==> src/rtl/vpair_pkg.sv <==
package vpair_pkg;

   localparam int unsigned WORD_W   = 32;
   localparam int unsigned IDX_W    = 5;
   localparam int unsigned PAIR_GRAN = 128;

   localparam logic [8:0] OPC_TOP = 9'b010001010;
   localparam logic [5:0] OPC_MID = 6'b110101;

   typedef struct packed {
      logic             wide;
      logic [IDX_W-1:0] car_idx;
      logic [IDX_W-1:0] src_idx;
      logic [IDX_W-1:0] dst_idx;
   } op_fields_t;

endpackage

==> src/rtl/vpair_decode.sv <==
module vpair_decode
   import vpair_pkg::*;
(
   input  logic [WORD_W-1:0] word,
   output logic              hit,
   output op_fields_t        fields
);

   logic top_ok;
   logic mid_ok;
   logic fix_ok;

   assign top_ok = (word[31:23] == OPC_TOP);
   assign mid_ok = (word[15:10] == OPC_MID);
   assign fix_ok = (word[21] == 1'b0);
   assign hit    = top_ok & mid_ok & fix_ok;

   assign fields.wide    = word[22];
   assign fields.car_idx = word[20:16];
   assign fields.src_idx = word[9:5];
   assign fields.dst_idx = word[4:0];

endmodule

==> src/rtl/vpair_lane.sv <==
module vpair_lane #(
   parameter int unsigned LW = 32
) (
   input  logic [LW-1:0]   aug,
   input  logic [LW-1:0]   add,
   input  logic            cin,
   output logic [2*LW-1:0] pair_q
);

   logic [LW:0] total;

   assign total  = {1'b0, aug} + {1'b0, add} + {{LW{1'b0}}, cin};
   assign pair_q = {{(LW-1){1'b0}}, total[LW], total[LW-1:0]};

endmodule

==> src/rtl/vpair_datapath.sv <==
module vpair_datapath #(
   parameter int unsigned VLEN = 256
) (
   input  logic            wide,
   input  logic [VLEN-1:0] acc,
   input  logic [VLEN-1:0] src,
   input  logic [VLEN-1:0] car,
   output logic [VLEN-1:0] res
);

   localparam int unsigned LW_N = 32;
   localparam int unsigned LW_W = 64;
   localparam int unsigned NP_N = VLEN / (2 * LW_N);
   localparam int unsigned NP_W = VLEN / (2 * LW_W);

   logic [VLEN-1:0] res_n;
   logic [VLEN-1:0] res_w;
   logic            unused_lanes;

   assign unused_lanes = ^{acc, src, car};

   for (genvar p = 0; p < NP_N; p++) begin : g_narrow
      vpair_lane #(.LW(LW_N)) u_lane (
         .aug    (acc[(2*p)*LW_N +: LW_N]),
         .add    (src[(2*p+1)*LW_N +: LW_N]),
         .cin    (car[(2*p+1)*LW_N]),
         .pair_q (res_n[(2*p)*LW_N +: 2*LW_N])
      );
   end

   for (genvar p = 0; p < NP_W; p++) begin : g_wide
      vpair_lane #(.LW(LW_W)) u_lane (
         .aug    (acc[(2*p)*LW_W +: LW_W]),
         .add    (src[(2*p+1)*LW_W +: LW_W]),
         .cin    (car[(2*p+1)*LW_W]),
         .pair_q (res_w[(2*p)*LW_W +: 2*LW_W])
      );
   end

   assign res = wide ? res_w : res_n;

endmodule

==> src/rtl/pair_adc_unit.sv <==
module pair_adc_unit
   import vpair_pkg::*;
#(
   parameter int unsigned VLEN        = 256,
   parameter bit          USE_DECODER = 1'b1
) (
   input  logic              clk,
   input  logic              rst_n,
   input  logic              in_valid,
   input  logic              in_size,
   input  logic [WORD_W-1:0] in_instr,
   input  logic [VLEN-1:0]   in_acc,
   input  logic [VLEN-1:0]   in_src,
   input  logic [VLEN-1:0]   in_car,
   output logic              out_valid,
   output logic              out_illegal,
   output logic [VLEN-1:0]   out_result,
   output logic [IDX_W-1:0]  out_dst_idx,
   output logic [IDX_W-1:0]  out_src_idx,
   output logic [IDX_W-1:0]  out_car_idx
);

   if ((VLEN % PAIR_GRAN) != 0 || VLEN == 0) begin : g_bad_vlen
      $error("pair_adc_unit: VLEN must be a non-zero multiple of 128");
   end

   logic             dec_ok;
   logic             eff_wide;
   logic [IDX_W-1:0] nxt_dst;
   logic [IDX_W-1:0] nxt_src;
   logic [IDX_W-1:0] nxt_car;
   logic [VLEN-1:0]  dp_res;
   logic             accept;
   logic             reject;

   if (USE_DECODER) begin : g_dec
      op_fields_t f;
      logic       unused_size;
      vpair_decode u_dec (
         .word   (in_instr),
         .hit    (dec_ok),
         .fields (f)
      );
      assign eff_wide    = f.wide;
      assign nxt_dst     = f.dst_idx;
      assign nxt_src     = f.src_idx;
      assign nxt_car     = f.car_idx;
      assign unused_size = in_size;
   end else begin : g_nodec
      logic unused_word;
      assign dec_ok      = 1'b1;
      assign eff_wide    = in_size;
      assign nxt_dst     = '0;
      assign nxt_src     = '0;
      assign nxt_car     = '0;
      assign unused_word = ^in_instr;
   end

   vpair_datapath #(.VLEN(VLEN)) u_dp (
      .wide (eff_wide),
      .acc  (in_acc),
      .src  (in_src),
      .car  (in_car),
      .res  (dp_res)
   );

   assign accept = in_valid & dec_ok;
   assign reject = in_valid & ~dec_ok;

   always_ff @(posedge clk or negedge rst_n) begin
      if (!rst_n) begin
         out_valid   <= 1'b0;
         out_illegal <= 1'b0;
         out_result  <= '0;
         out_dst_idx <= '0;
         out_src_idx <= '0;
         out_car_idx <= '0;
      end else begin
         out_valid   <= accept;
         out_illegal <= reject;
         if (accept) begin
            out_result  <= dp_res;
            out_dst_idx <= nxt_dst;
            out_src_idx <= nxt_src;
            out_car_idx <= nxt_car;
         end
      end
   end

   AST_FIXED_LATENCY: assert property (@(posedge clk) disable iff (!rst_n)
      (in_valid && dec_ok) |=> out_valid);

   AST_NO_SPURIOUS: assert property (@(posedge clk) disable iff (!rst_n)
      !in_valid |=> (!out_valid && !out_illegal && $stable(out_result)));

   AST_REJECT_HOLDS: assert property (@(posedge clk) disable iff (!rst_n)
      (in_valid && !dec_ok) |=> (out_illegal && !out_valid && $stable(out_result) && $stable(out_dst_idx)));

   AST_FLAGS_EXCLUSIVE: assert property (@(posedge clk) disable iff (!rst_n)
      !(out_valid && out_illegal));

endmodule

==> config.mk <==
export PLATFORM = sky130hd
export DESIGN_NAME = pair_adc_unit
export DESIGN_NICKNAME = d
export VERILOG_FILES = /design/src/rtl/vpair_pkg.sv /design/src/rtl/vpair_decode.sv /design/src/rtl/vpair_lane.sv /design/src/rtl/vpair_datapath.sv /design/src/rtl/pair_adc_unit.sv
export SDC_FILE = /design/constraint.sdc
export NUM_CORES = 1
export LEC_CHECK = 0
export ABC_CLOCK_PERIOD_IN_PS = 1000
export CAP_MARGIN = 15
export CORE_AREA = 2 2 415 417
export DETAILED_ROUTE_END_ITERATION = 12
export DIE_AREA = 0 0 417 419
export GPL_TIMING_DRIVEN = 0
export PLACE_DENSITY_LB_ADDON = 0.3
export SYNTH_ARGS = -nofsm -noshare
export SYNTH_HDL_FRONTEND = slang
export SYNTH_HIERARCHICAL = 1
export SYNTH_SLANG_ARGS = --single-unit
==> constraint.sdc <==
create_clock -name clk -period 1 [get_ports clk]
set_clock_uncertainty 0.15 [all_clocks]
set_input_delay 0.25 -clock clk [delete_from_list [all_inputs] [get_ports clk]]
set_output_delay 0.25 -clock clk [all_outputs]
set_load 0.03 [all_outputs]
==> impl_metrics.json, run 1 <==
{
  "status": "finished with violations",
  "violations": "hold timing, setup timing",
  "slew_viol_final": 0,
  "coreArea_sq_mm": 0.171,
  "crit_top_cell": "fa_2",
  "synth_top_area_cell": "dfrtp_1",
  "drtIter0Drc": 1296,
  "synthAdderAreaFrac": 0.110,
  "worst_pin_slew_ns": 0.611,
  "post-route-min-period_ns": 3.25,
  "drtAntennaViolNets": 0,
  "leakage_nw": 24.9,
  "worst-path-buf-inv": 2,
  "placed_cells": 6468,
  "fmax_mhz": 308,
  "crit_fanout": 3,
  "synth_warnings": 6,
  "grt_antenna_before_repair": 70,
  "vias_per_cell": 4.40,
  "power_switching_share": 0.364,
  "synthFlopType": "dfrtp_1",
  "clk_pin_slew_ns": 0.06,
  "hold_slack_ns": -0.587,
  "netlist_area_sq_mm": 0.0308,
  "synth.distinct_cells": 83,
  "comb_power_share": 0.474,
  "use_met3": 0.0516,
  "rsz0062_at_grt": "true",
  "met2_usage": 0.312,
  "synth_most_common_cell": "mux2_2",
  "grt_start_max_net_pins": 103,
  "use_met1": 0.194,
  "cts.path.max_buffers": 3,
  "crit_chain": "buf_6 > fa_2 > fa_2 > a211oi_2 > o21bai_2 > buf_4 > a21oi_4 > o21ai_4 > a311oi_4 > o32ai_4 > nand4_1 > o2111ai_4 > a21oi_2 > xnor2_1 > mux2_4 > mux2_2",
  "post_route_cells_drive_above_1_share": 0.536,
  "yosys-top-cells-count": "mux2_2 (448), a21oi_1 (298), buf_4 (283), dfrtp_1 (273), ha_1 (250)",
  "cp_slowest_cell": "fa_2",
  "die_x_um": 417,
  "top_usage_layer": "met2",
  "place_congestion": 0.914,
  "dp_hpwl_um": 125000,
  "cts.sinks": 273,
  "grt.overflow.total": 0,
  "routedWlPerCell_um": 22.7,
  "track_usage": 0.171,
  "synth-seq-cells": 273,
  "startpoint_type": "input port",
  "yosys.area_share.simple": 0.109,
  "pre_cts_slack_ns": -4.08,
  "clock_latency_ns": 0.61,
  "drc_errors": 0,
  "htreeDepth": 2,
  "vias": 30982,
  "ioPinCount": 1077,
  "setup_violations": 546,
  "hold_class": "in2async",
  "syn_inst": 3307,
  "die_h_um": 419,
  "postLayoutSetupSlackWorst_ns": -2.25,
  "powerDensity_mw_per_mm2": 961,
  "area_growth_pct": 76.6,
  "ys_seq_area_frac": 0.222,
  "synth_edf_count": 0,
  "final_nets": 5833,
  "crit_family": "compound AO/OA/AOI/OAI gates",
  "synth_top_family_by_area": "multiplexers",
  "max_slew_margin": 0.589,
  "hold_buffers": 15,
  "critPathMaxStageDelay_ns": 0.39,
  "critPathCaptureType": "flop",
  "finalSetupTns_ns": -542.50,
  "die_area_sq_mm": 0.175,
  "start_util": 0.180,
  "fin_cells": 7048,
  "total_power_mw": 52.2,
  "cp.arrival_ns": 3.58,
  "synthMuxAreaShare": 0.204,
  "grt_pass1_vias": 30909,
  "io_buffers": 681,
  "period_share": 3.25,
  "max_cap_violations": 0,
  "ir_drop_mv": 1.10,
  "drt_wl_total_um": 160000,
  "p_seq_frac": 0.212,
  "synthXorXnorAreaFrac": 0.0609,
  "hold_viol_final": 172,
  "synth_top_area_frac": 0.222,
  "synth-compound-area-share": 0.190,
  "placementRows": 152,
  "power_switching_mw": 19.0,
  "cts_buffers": 43,
  "firstDrtPassIters": 5,
  "syn_area_per_cell_sq_um": 9.30,
  "worstSetupPathType": "in2reg",
  "root_buffer": "clkbuf_16",
  "p_int_mw": 33.2,
  "timing.critical_path.required_ns": 1.33,
  "ys_top_cells_by_area": "dfrtp_1 (22%), mux2_2 (16%), ha_1 (10%), buf_4 (6.9%), a21oi_1 (4.8%)",
  "cts_tree": "done",
  "synthArstFlopShare": 1.00,
  "grt_pass1_wl_um": 219000,
  "pwr-share-clk": 0.314
}
-- metal layers --
metal	vias up	routed length, um
li1	14605	-
met1	15080	62600
met2	953	79200
met3	280	12500
met4	64	4930
met5	-	385
-- power by group through the flow --
stage                     registers (mW)  logic (mW)  clock network, mW
after floorplan                     11.3        11.7                  0
after global placement              11.3        17.6                  0
after detailed placement            11.3        17.7                  0
after CTS                           11.1        22.1               17.1
after global routing                11.1        26.4               17.5
final                               11.1        24.7               16.4
-- registers in the layout, summed over array words and instances (netlist names) --
| signal | count |
|---|---|
| out_result | 256 |
| out_dst_idx | 5 |
| out_car_idx | 5 |
| out_src_idx | 5 |
| out_valid | 1 |
| out_illegal | 1 |
-- metrics by stage --
stage	cell area, sq um	utilization
floorplan	32800	-
global placement	42400	0.249
detailed placement	42500	0.249
CTS	50000	0.293
global route	54300	0.318
finish	54300	0.318
-- logic make-up (layout without fill, tap and decap cells) --
logic type	count (synthesis)	in the layout
buffers and inverters	458	1706
flip-flops	273	273
other	6	266
adder cells (fa/ha/maj)	262	262
AND/OR/NAND/NOR	675	675
AO/OA/AOI/OAI	888	888
multiplexers	531	531
XOR/XNOR	214	214
-- area by class of cell --
type,count,area [sq um]
Fill cell,17597,116000
Multi-Input combinational cell,2820,28200
Timing Repair Buffer,1207,11800
Sequential cell,273,6840
Buffer,352,2960
Tap cell,2233,2790
Clock buffer,51,1170
Clock inverter,26,293
Inverter,70,273
Antenna cell,16,40.0
-- path summary, 6_finish.rpt --
path / startpoint / to / slack [ns] / cells past startpoint
worst max-delay path: in_src[64] / out_result[58]$_DFFE_PN0P_ / -2.25 / 16
worst min-delay path: rst_n / out_result[128]$_DFFE_PN0P_ / -0.59 / 1
worst max register to register: out_result[99]$_DFFE_PN0P_ / out_result[99]$_DFFE_PN0P_ / -0.15 / 3
worst min register to register: out_result[89]$_DFFE_PN0P_ / out_result[89]$_DFFE_PN0P_ / 0.38 / 1
max in group asynchronous: rst_n / out_result[37]$_DFFE_PN0P_ / 0.24 / 3
min in group clk: in_instr[27] / out_illegal$_DFF_PN0_ / -0.01 / 5
-- cells in the final DEF, fill, tap and decap left out, types with 19 or more instances in the layout --
cell / count
buf_4: 650
buf_6: 441
mux2_4: 334
dfrtp_1: 267
conb_1: 250
mux2_2: 193
a21oi_1: 191
nand2_1: 169
ha_4: 156
clkdlybuf4s50_1: 132
a21o_1: 125
nor2_1: 118
dlygate4sd2_1: 102
xor2_1: 85
xnor2_1: 81
ha_1: 79
a21oi_2: 74
o21ai_0: 72
inv_1: 63
nand4_1: 62
clkbuf_16: 51
nand3_1: 46
dlymetal6s2s_1: 45
o21ai_1: 43
o21bai_1: 41
clkbuf_2: 40
buf_2: 36
o21ai_2: 36
a21oi_4: 35
nand2_2: 31
xnor2_2: 31
and3_1: 28
buf_8: 27
o21a_1: 27
buf_12: 22
nor3_1: 22
o21ai_4: 21
nor3_2: 21
o211ai_1: 20
nor2_2: 19
-- timing repair --
action                                  4_1_cts  5_1_grt
buffers inserted                            264      300
cloned                                        4        8
hold endpoints to repair                    187      172
resized for setup                          1278     2242
endpoints found under the setup margin      648      648
pin swaps                                   309      357
Note: power is estimated with default switching activity, not from simulation.
==> inputs of run 2 (changes only) <==
Settings changed: SLEW_MARGIN set to 25.
==> run 2 against run 1 <==
  * The flow still finishes with violations (hold timing, setup timing)
  * Clock power hardly changed
  * Largest power group unchanged
  * Sequential share of layout area is 0.22 points higher
  * Routed wire length fell by 1.1%
  * Power fell by 0.46%
  * Combinational power is essentially flat
  * First-iteration DRC count is 9.6% higher
  * Critical path depth unchanged
  * Sequential cell count unchanged
  * Maximum frequency hardly changed
==> impl_metrics.json, run 2 (synthesis gave the netlist of run 1 again) <==
{
  "max_slew_margin": 0.570,
  "rr_worst_depth": 2,
  "cts.path.max_buffers": 3,
  "die_x_um": 417,
  "setup_violations": 546,
  "dp_hpwl_um": 125000,
  "post_route_cells_drive_above_1_share": 0.467,
  "coreArea_sq_mm": 0.171,
  "leakage_nw": 23.5,
  "hold_viol_final": 141,
  "drc_errors": 0,
  "io_buffers": 681,
  "post-route-min-period_ns": 3.25,
  "hold_buffers": 15,
  "final_nets": 5744,
  "reg2reg_from": "out_result[5]$_DFFE_PN0P_",
  "timing.critical_path.required_ns": 1.34,
  "violations": "hold timing, setup timing",
  "worst_pin_slew_ns": 0.646,
  "largest-register": "out_result",
  "total_power_mw": 52.0,
  "finalSetupTns_ns": -691.51,
  "grt_start_max_net_pins": 72,
  "drtIter0Drc": 1421,
  "crit_fanout": 7,
  "fin_util": 0.313,
  "grt_antenna_before_repair": 74,
  "clk_pin_slew_ns": 0.06,
  "drt_wl_total_um": 158000,
  "clock_latency_ns": 0.59,
  "cp.arrival_ns": 3.59,
  "routedWlPerCell_um": 22.6,
  "htreeDepth": 2,
  "firstDrtPassIters": 5,
  "placementRows": 152,
  "worstSetupPathType": "in2reg",
  "comb_power_share": 0.469,
  "area_growth_pct": 73.4,
  "pwr-share-clk": 0.318,
  "drtAntennaViolNets": 0,
  "r2r_end": "out_result[5]$_DFFE_PN0P_",
  "mostFrequentLayoutCells": "buf_4 (538), clkdlybuf4s50_1 (387), mux2_4 (318)",
  "root_buffer": "clkbuf_16",
  "p_seq_frac": 0.213,
  "largest_register_ff_count": 256,
  "startpoint_type": "input port",
  "p_int_mw": 33.2,
  "pre_cts_slack_ns": -4.08,
  "power_switching_mw": 18.7,
  "cts_buffers": 43,
  "max_cap_violations": 0,
  "postLayoutSetupSlackWorst_ns": -2.25,
  "fmax_mhz": 308,
  "grt_pass1_vias": 31153,
  "status": "finished with violations",
  "vias": 30646,
  "hold_class": "in2async",
  "vias_per_cell": 4.39,
  "rsz0062_at_grt": "true",
  "ioPinCount": 1077,
  "cts.sinks": 273,
  "cts_tree": "done",
  "power_switching_share": 0.360,
  "track_usage": 0.172,
  "die_area_sq_mm": 0.175,
  "slew_viol_final": 0,
  "powerDensity_mw_per_mm2": 974,
  "period_share": 3.25,
  "ir_drop_mv": 1.24,
  "critPathCaptureType": "flop",
  "start_util": 0.180,
  "grt_pass1_wl_um": 221000,
  "final_common_cell": "buf_4",
  "hold_slack_ns": -0.601,
  "grt.overflow.total": 0,
  "place_congestion": 0.914,
  "ff2ff_setup_slack_ns": -0.08,
  "die_h_um": 419
}
run 2: changes by cell type in the layout (fill, tap and decap cells not counted), moves of 9 or more:
cell,before,now
buf_6,441,201
dlygate4sd2_1,102,117
clkdlybuf4s50_1,132,387
diode_2,16,28
mux2_4,334,318
buf_12,22,36
buf_8,27,18
mux2_2,193,209
buf_16,8,20
clkbuf_2,40,30
buf_4,650,538
dlymetal6s2s_1,45,15
run 2: power groups by stage:
stage	logic (mW)	clock network (mW)	registers (mW)
after floorplan	11.7	0	11.3
after CTS	22.2	17.3	11.1
after detailed placement	17.7	0	11.3
after global placement	17.6	0	11.3
after global routing	26.0	17.6	11.1
final	24.4	16.5	11.1
run 2: per-layer routing:
layer | track usage | routed length [um]
met1 | 0.198 | 62700
met2 | 0.308 | 77700
met3 | 0.0510 | 11800
met4 | 0.0503 | 5390
met5 | 0 | 348
run 2: worst max-delay path by stage:
stage	from	end	slack [ns]
final	in_src[78]	out_result[62]$_DFFE_PN0P_	-2.25
after global routing	in_src[64]	out_result[42]$_DFFE_PN0P_	-2.25
after CTS	in_acc[0]	out_result[64]$_DFFE_PN0P_	-2.26
after detailed placement	in_car[64]	out_result[64]$_DFFE_PN0P_	-4.08
after global placement	rst_n	out_result[41]$_DFFE_PN0P_	-15.17
after floorplan	in_acc[128]	out_result[170]$_DFFE_PN0P_	-2.26
run 2: what timing repair did:
action | CTS | global route
resized for setup | 1569 | 422
hold endpoints to repair | 157 | 141
cloned | 16 | 0
pin swaps | 332 | 306
buffers inserted | 292 | 144
setup endpoints to repair | 546 | 576
run 2: per-stage QoR:
step	cell area (sq um)	instances	hold WS, ns
after CTS	51100	6838	-0.654
after global routing	53300	6954	-0.614
after floorplan	32800	3551	-0.196
after detailed placement	42600	6469	0.0392
final	53300	6974	-0.601
after global placement	42400	6465	0.332
run 2: layout make-up:
type	instances	area, sq um
fillers	17544	117000
multi-input cells	2820	27900
repair buffers	1113	10900
flip-flops and latches	273	6830
plain buffers	357	3090
well taps	2233	2790
clock buffers	57	1210
clock inverters	23	280
inverters	70	270
diodes	28	70.1
run 2: worst max-delay path, cell delays in order:
cell,delay [ns]
clkdlybuf4s15_2,0.23
ha_1,0.31
buf_6,0.12
nand4_1,0.13
or2_4,0.28
a211oi_4,0.29
a2bb2oi_4,0.26
a31oi_4,0.15
o31a_1,0.30
buf_12,0.15
o211ai_4,0.20
o22ai_4,0.12
buf_6,0.13
xnor2_1,0.12
mux2_2,0.27
mux2_2,0.26
